===== src/rtl/mmu_pkg.sv =====
package mmu_pkg;
  localparam int CFG_W  = 8;
  localparam int BANK_W = 2;
  localparam int TGT_W  = 3;

  // control register bit positions (decoded by the address decoders)
  localparam int B_OS      = 0;
  localparam int B_BASICN  = 1;
  localparam int B_BANK_LO = 2;
  localparam int B_CPU_MAIN = 4;
  localparam int B_VID_MAIN = 5;
  localparam int B_TESTN   = 7;

  typedef enum logic [TGT_W-1:0] {
    TGT_MAIN  = 3'd0,
    TGT_EXT   = 3'd1,
    TGT_OS    = 3'd2,
    TGT_BASIC = 3'd3,
    TGT_TEST  = 3'd4
  } target_e;
endpackage


===== src/rtl/mmu_cfg_reg.sv =====
module mmu_cfg_reg
  import mmu_pkg::*;
#(
  parameter logic [CFG_W-1:0] RESET_VAL = 8'hFF
) (
  input  logic             clk,
  input  logic             rst,
  input  logic             we,
  input  logic [CFG_W-1:0] wdata,
  output logic [CFG_W-1:0] cfg
);
  always_ff @(posedge clk) begin
    if (rst)     cfg <= RESET_VAL;
    else if (we) cfg <= wdata;
  end

  AST_CFG_HOLD: assert property (@(posedge clk) disable iff (rst)
    !$past(we) |-> $stable(cfg));
  AST_CFG_LOAD: assert property (@(posedge clk) disable iff (rst)
    ($past(we) && !$past(rst)) |-> cfg == $past(wdata));
endmodule


===== src/rtl/mmu_cpu_decode.sv =====
module mmu_cpu_decode
  import mmu_pkg::*;
#(
  parameter int ADDR_W = 16
) (
  input  logic [CFG_W-1:0]  cfg,
  input  logic [ADDR_W-1:0] addr,
  output target_e           target,
  output logic [BANK_W-1:0] bank
);
  localparam int TOP = ADDR_W - 1;

  logic in_window, in_test, in_basic, in_os;

  always_comb begin
    in_window = addr[TOP -: 2] == 2'b01;
    in_test   = addr[TOP -: 5] == 5'b01010;
    in_basic  = addr[TOP -: 3] == 3'b101;
    in_os     = addr[TOP -: 2] == 2'b11;

    target = TGT_MAIN;
    if (in_os && cfg[B_OS])                   target = TGT_OS;
    else if (in_basic && !cfg[B_BASICN])      target = TGT_BASIC;
    else if (in_test && !cfg[B_TESTN])        target = TGT_TEST;
    else if (in_window && !cfg[B_CPU_MAIN])   target = TGT_EXT;

    bank = (target == TGT_EXT) ? cfg[B_BANK_LO +: BANK_W] : '0;
  end
endmodule


===== src/rtl/mmu_vid_decode.sv =====
module mmu_vid_decode
  import mmu_pkg::*;
#(
  parameter int ADDR_W = 16
) (
  input  logic [CFG_W-1:0]  cfg,
  input  logic [ADDR_W-1:0] addr,
  output target_e           target,
  output logic [BANK_W-1:0] bank
);
  localparam int TOP = ADDR_W - 1;

  always_comb begin
    if ((addr[TOP -: 2] == 2'b01) && !cfg[B_VID_MAIN]) target = TGT_EXT;
    else                                               target = TGT_MAIN;
    bank = (target == TGT_EXT) ? cfg[B_BANK_LO +: BANK_W] : '0;
  end
endmodule


===== src/rtl/mmu_bank_decoder.sv =====
module mmu_bank_decoder
  import mmu_pkg::*;
#(
  parameter int ADDR_W = 16
) (
  input  logic              clk,
  input  logic              rst,
  input  logic              cfg_we,
  input  logic [CFG_W-1:0]  cfg_wdata,
  input  logic [ADDR_W-1:0] cpu_addr,
  input  logic [ADDR_W-1:0] vid_addr,
  output logic [TGT_W-1:0]  cpu_target,
  output logic [BANK_W-1:0] cpu_bank,
  output logic [TGT_W-1:0]  vid_target,
  output logic [BANK_W-1:0] vid_bank
);
  logic [CFG_W-1:0] cfg;
  target_e cpu_t, vid_t;

  mmu_cfg_reg u_cfg (
    .clk(clk), .rst(rst), .we(cfg_we), .wdata(cfg_wdata), .cfg(cfg)
  );

  mmu_cpu_decode #(.ADDR_W(ADDR_W)) u_cpu (
    .cfg(cfg), .addr(cpu_addr), .target(cpu_t), .bank(cpu_bank)
  );

  mmu_vid_decode #(.ADDR_W(ADDR_W)) u_vid (
    .cfg(cfg), .addr(vid_addr), .target(vid_t), .bank(vid_bank)
  );

  assign cpu_target = cpu_t;
  assign vid_target = vid_t;

  AST_EXT_ONLY_WINDOW: assert property (@(posedge clk) disable iff (rst)
    (cpu_t == TGT_EXT) |-> (cpu_addr[ADDR_W-1 -: 2] == 2'b01));
  AST_VID_WINDOW: assert property (@(posedge clk) disable iff (rst)
    (vid_t == TGT_EXT) |-> (vid_addr[ADDR_W-1 -: 2] == 2'b01));
  AST_COMPAT_MAIN: assert property (@(posedge clk) disable iff (rst)
    (cfg[B_VID_MAIN] && cfg[B_CPU_MAIN]) |-> (cpu_t != TGT_EXT && vid_t != TGT_EXT));
  AST_VID_NO_ROM: assert property (@(posedge clk) disable iff (rst)
    (vid_t == TGT_MAIN) || (vid_t == TGT_EXT));
  AST_BANK_IDLE: assert property (@(posedge clk) disable iff (rst)
    (cpu_t != TGT_EXT) |-> (cpu_bank == '0));
  AST_VBANK_IDLE: assert property (@(posedge clk) disable iff (rst)
    (vid_t != TGT_EXT) |-> (vid_bank == '0));
endmodule


===== config.mk =====
export PLATFORM = sky130hd
export DESIGN_NAME = mmu_bank_decoder
export DESIGN_NICKNAME = d
export VERILOG_FILES = /design/src/rtl/mmu_pkg.sv /design/src/rtl/mmu_cfg_reg.sv /design/src/rtl/mmu_cpu_decode.sv /design/src/rtl/mmu_vid_decode.sv /design/src/rtl/mmu_bank_decoder.sv
export SDC_FILE = /design/constraint.sdc
export NUM_CORES = 1
export LEC_CHECK = 0
export ABC_AREA = 1
export BUFFER_PORTS_ARGS = -buffer_cell sky130_fd_sc_hd__buf_4
export CORE_MARGIN = 2
export CORE_UTILIZATION = 30
export DETAILED_ROUTE_END_ITERATION = 10
export PLACE_DENSITY = 0.82
export SLEW_MARGIN = 15
export SYNTH_ARGS = -nofsm -noshare
export SYNTH_HDL_FRONTEND = slang
export SYNTH_HIERARCHICAL = 1
export SYNTH_SLANG_ARGS = --single-unit

===== constraint.sdc =====
create_clock -name clk -period 0.8 [get_ports clk]
set_input_delay 0.04 -clock clk [delete_from_list [all_inputs] [get_ports clk]]
set_output_delay 0.04 -clock clk [all_outputs]
set_load 0.02 [all_outputs]

# Word level (Yosys, flattened, before mapping)
# Index checks and enable logic that the tools add are counted.
totals:
  out_inout_bits: 10
  ram_bits: 0
  inputBits: 43
  romBits: 0
  wordCells: 24
  latchBits: 0
  memories: 0
  regBits: 8
op_classes:
  eq_ne: 7
  multipliers: 0
  n_mux: 7
  n_shift: 0
  reduce_logical: 9
  bitwise_logic: 0
  addsub: 0
  n_div: 0
  magnitude_cmp: 0
ops:
  columns: ["cell", "count"]
  rows:
  - ["2-to-1 mux 3 bit", 3]
  - ["== test 5 x 4 -> 1 bit, second input constant", 1]
  - ["logical AND 1 bit", 5]
  - ["== test 2 x 1 -> 1 bit, second input constant", 2]
  - ["zero test 1 bit", 4]
  - ["2-to-1 mux 2 bit", 2]
  - ["== test 3 x 1 -> 1 bit, second input constant", 1]
  - ["== test 3 bit, second input constant", 1]
  - ["== test 2 bit, second input constant", 1]
  - ["2-to-1 mux 1 bit", 2]
  - ["== test 1 bit, second input constant", 1]

# Logic depth before layout (Yosys ltp)
logic_depth:
  word_depth: 8
  depth_mapped: 5
  mapped_depth_nobuf: 5

# Modules after synthesis
# Netlist, hierarchy kept.
modules_own_cells:
  columns: ["module", "cells_per_inst", "seq_area_each_um2", "instances", "area_per_inst_um2"]
  rows:
  - ["mmu_cfg_reg", 35, 160.2, 1, 279.0]
  - ["mmu_cpu_decode", 18, 0.0, 1, 80.1]
  - ["mmu_vid_decode", 11, 0.0, 1, 55.1]

# Worst setup path after synthesis
# No wires, ideal clock.
synth_path:
  kind: "register -> output"
  start: "register u_cfg.cfg[7]"
  end: "output port cpu_target[2]"
  slack_ps: -153
  stages_incl_launch_ff: 4
  t_arrival_ps: 913
  n_path_buf: 0
  cell_sequence: "dfxtp_1 -> nor2_1 -> nand2_1 -> nor3_1"
synth_between:
  elab_chain_len: 5
synth_rtl:
  columns: ["item", "line", "source"]
  rows:
  - ["from (decl)", "mmu_cfg_reg.sv:10", "output logic [CFG_W-1:0] cfg"]
  - ["from (signal assigned)", "mmu_cfg_reg.sv:14", "else if (we) cfg <= wdata;"]
  - ["zero test 1 bit", "mmu_cpu_decode.sv:24", "else if (in_test && !cfg[B_TESTN]) target = TGT_TEST;"]
  - ["logical AND 1 bit", "mmu_cpu_decode.sv:24", null]
  - ["2-to-1 mux 3 bit", "mmu_cpu_decode.sv:24", null]
  - ["2-to-1 mux 3 bit", "mmu_cpu_decode.sv:23", "else if (in_basic && !cfg[B_BASICN]) target = TGT_BASIC;"]
  - ["2-to-1 mux 3 bit", "mmu_cpu_decode.sv:22", "if (in_os && cfg[B_OS]) target = TGT_OS;"]
  - ["to (decl)", "mmu_bank_decoder.sv:12", "output logic [TGT_W-1:0] cpu_target,"]
# No other way between the ends.

# Worst setup path in the final report
layout_path:
  start: "register u_cfg.cfg[7]"
  end: "output port cpu_bank[0]"
layout_between:
  elab_chain_len: 7
layout_rtl:
  columns: ["item", "line", "source"]
  rows:
  - ["zero test 1 bit", "mmu_cpu_decode.sv:24", null]
  - ["logical AND 1 bit", "mmu_cpu_decode.sv:24", null]
  - ["2-to-1 mux 3 bit", "mmu_cpu_decode.sv:24", null]
  - ["2-to-1 mux 3 bit", "mmu_cpu_decode.sv:23", null]
  - ["2-to-1 mux 3 bit", "mmu_cpu_decode.sv:22", null]
  - ["== test 3 x 1 -> 1 bit", "mmu_cpu_decode.sv:27", "bank = (target == TGT_EXT) ? cfg[B_BANK_LO +: BANK_W] : '0;"]
  - ["2-to-1 mux 2 bit", "mmu_cpu_decode.sv:27", null]
  - ["to (decl)", "mmu_bank_decoder.sv:13", "output logic [BANK_W-1:0] cpu_bank,"]
# No other way between the ends.

==> run_results.csv <==
group,metric,value,unit
outcome,status,"finished with violations",
outcome,violations,"negative setup slack",
timing,finalHoldViolCount,0,
cts,clock_path_buffers,2,
layout,largest_register,"u_cfg/cfg",
floorplan,num_rows,12,
logic_synthesis,netlist_area,382,um2
drt,route.detailed.drc,0,
floorplan,io_pins,53,
floorplan,die_width,39.7,um
setup_path,crit_chain,"nor2_2, nand2_2, nand3_4, nor2_1, buf_4",
logic_synthesis,synthCells,60,
timing,rsz0062_at_grt,"true",
run,max_cap_viol_count,0,
setup_path,cp-end-kind,"primary output",
setup_path,r2r_cells,2,
drt,drt_iter0_drc,3,
setup_path,cpPeakStageDelay,0.33,ns
pwr,p_leak,0.000372,uW
min_path,holdPathStages,3,
min_path,hold_path_class,"input pin to register",
global_route,grt_pass1_wl,1.30,mm
setup_path,crit_fanout,3,
drt,ant_nets,0,
timing,worst_slack,-0.276,ns
setup_path,rrSetupSlack,0.22,ns
floorplan,die_h,39.7,um
setup_path,criticalPathCategory,"register to primary output",
timing,fin_tns_setup,-1.67,ns
global_route,grt.overflow.total,0,
logic_synthesis,yosysWarnings,6,
setup_path,cp-start-kind,"register",
drt,num_vias,425,
timing,setup_violations,8,
floorplan,core-area,0.00114,mm2
setup_path,crit_arrival,1.04,ns
layout,largest_register_ffs,7,
global_route,antenna_found_initial,0,
pwr,finalPower,914,uW
drt,routed_wl,854,um
placement,gp_congestion,0.638,
global_route,grt_max_degree,9,
cts,clockRootBuffer,"clkbuf_4",
cts,cts_tree,"yes",
layout,fillers,129,
timing,fin_crit_sh,1.34,
global_route,grtUsageTotal,0.126,
cts,numCtsBuffers,3,
cts,clkLatencyLatePin,0.24,ns
placement,place_ws,-0.0531,ns
floorplan,start_util,0.334,
drt,routedWlPerCell,8.54,um
drt,vias_per_cell,4.25,
cts,cts.sinks,7,
cts,h-tree-depth,1,
global_route,grt_pass1_vias,343,
timing,finClkSkew,0,ns
placement,hpwlAfterDp,734,um
cts,clkTransAtPathRegs,0.05,ns
pwr,p_per_area,1420,mW/mm2
setup_path,cp_slowest_cell,"dfxtp_2",
timing,timing.fmax,930,MHz
layout,syn_to_final_growth,68.2,%
floorplan,die_area,0.00157,mm2
timing,drv_slew,0,
timing,period_needed,1.08,ns
layout,drive_gt1_frac,0.500,
cts,holdBufCountCts,0,
cts,postCtsSetupBuffers,0,
setup_path,cp.required,0.76,ns
logic_synthesis,postSynthAreaPerCell,6.36,um2
layout,final_util,0.563,
placement,port_buffers,24,
layout,top_regs,"u_cfg/cfg x7",
drt,dr.pass1.iters,4,
pwr,peakVddDrop,0.803,mV
layout,n_antenna_cell,0,
layout,nets,130,
==> critical path: cells and delay by family (launching register included) <==
| family | cells | cell delay [ns] |
|---|---|---|
| flip-flops | 1 | 0.33 |
| AND/OR/NAND/NOR | 4 | 0.32 |
| buffers and inverters | 1 | 0.15 |
==> layout make-up <==
class                      instances  area [um2]  share of cell area
multi-input combinational         39         209               0.326
timing repair buffer              24         199               0.310
sequential                         7         145               0.226
inverter                          12        45.0              0.0702
clock buffer                       4        26.3              0.0409
tap                               14        17.5              0.0273
==> layout by cell type, fill, tap and decap left out, drive strengths merged <==
cell type  instances
buf               24
inv               12
nor3               1
nand3             11
nor2               8
nand2             17
dfxtp              7
clkbuf             4
conb               2
==> path summary, 6_finish.rpt <==
| check | to | from |
|---|---|---|
| min reg2reg | u_cfg/cfg[5]$_SDFFE_PP1P_ | u_cfg/cfg[5]$_SDFFE_PP1P_ |
| max | cpu_bank[0] | u_cfg/cfg[7]$_SDFFE_PP1P_ |
| max reg2reg | u_cfg/cfg[1]$_SDFFE_PP1P_ | u_cfg/cfg[1]$_SDFFE_PP1P_ |
| min | u_cfg/cfg[5]$_SDFFE_PP1P_ | cfg_wdata[5] |
==> per-layer routing <==
metal	global-route usage	share of wire	vias to the layer above
met5	0	0	-
met4	0.0517	0	0
met3	0.0341	0.081	0
met2	0.221	0.53	17
met1	0.141	0.39	180
li1	-	-	228
==> where the power goes <==
part           leakage (uW)  internal, uW  switching (uW)
clock network     0.0000150           190             120
registers         0.0000574           377            16.4
logic              0.000299           104             107
==> metrics by stage <==
stage	hold WS, ns	std cells	cell area [um2]
floorplan	0.131	61	390
global placement	0.250	96	562
detailed placement	0.254	96	562
CTS	0.00112	100	617
global route	0.00464	100	642
finish	0.00367	100	642
==> timing repair <==
| item | 4_1_cts | 5_1_grt |
|---|---|---|
| endpoints found under the setup margin | 8 | 8 |
| resized for setup | 11 | 7 |
| pin swaps | 0 | 4 |
| endpoints found under the hold margin | 0 | 0 |
| cloned | 0 | 0 |
Power figures use the tool's default switching activity.
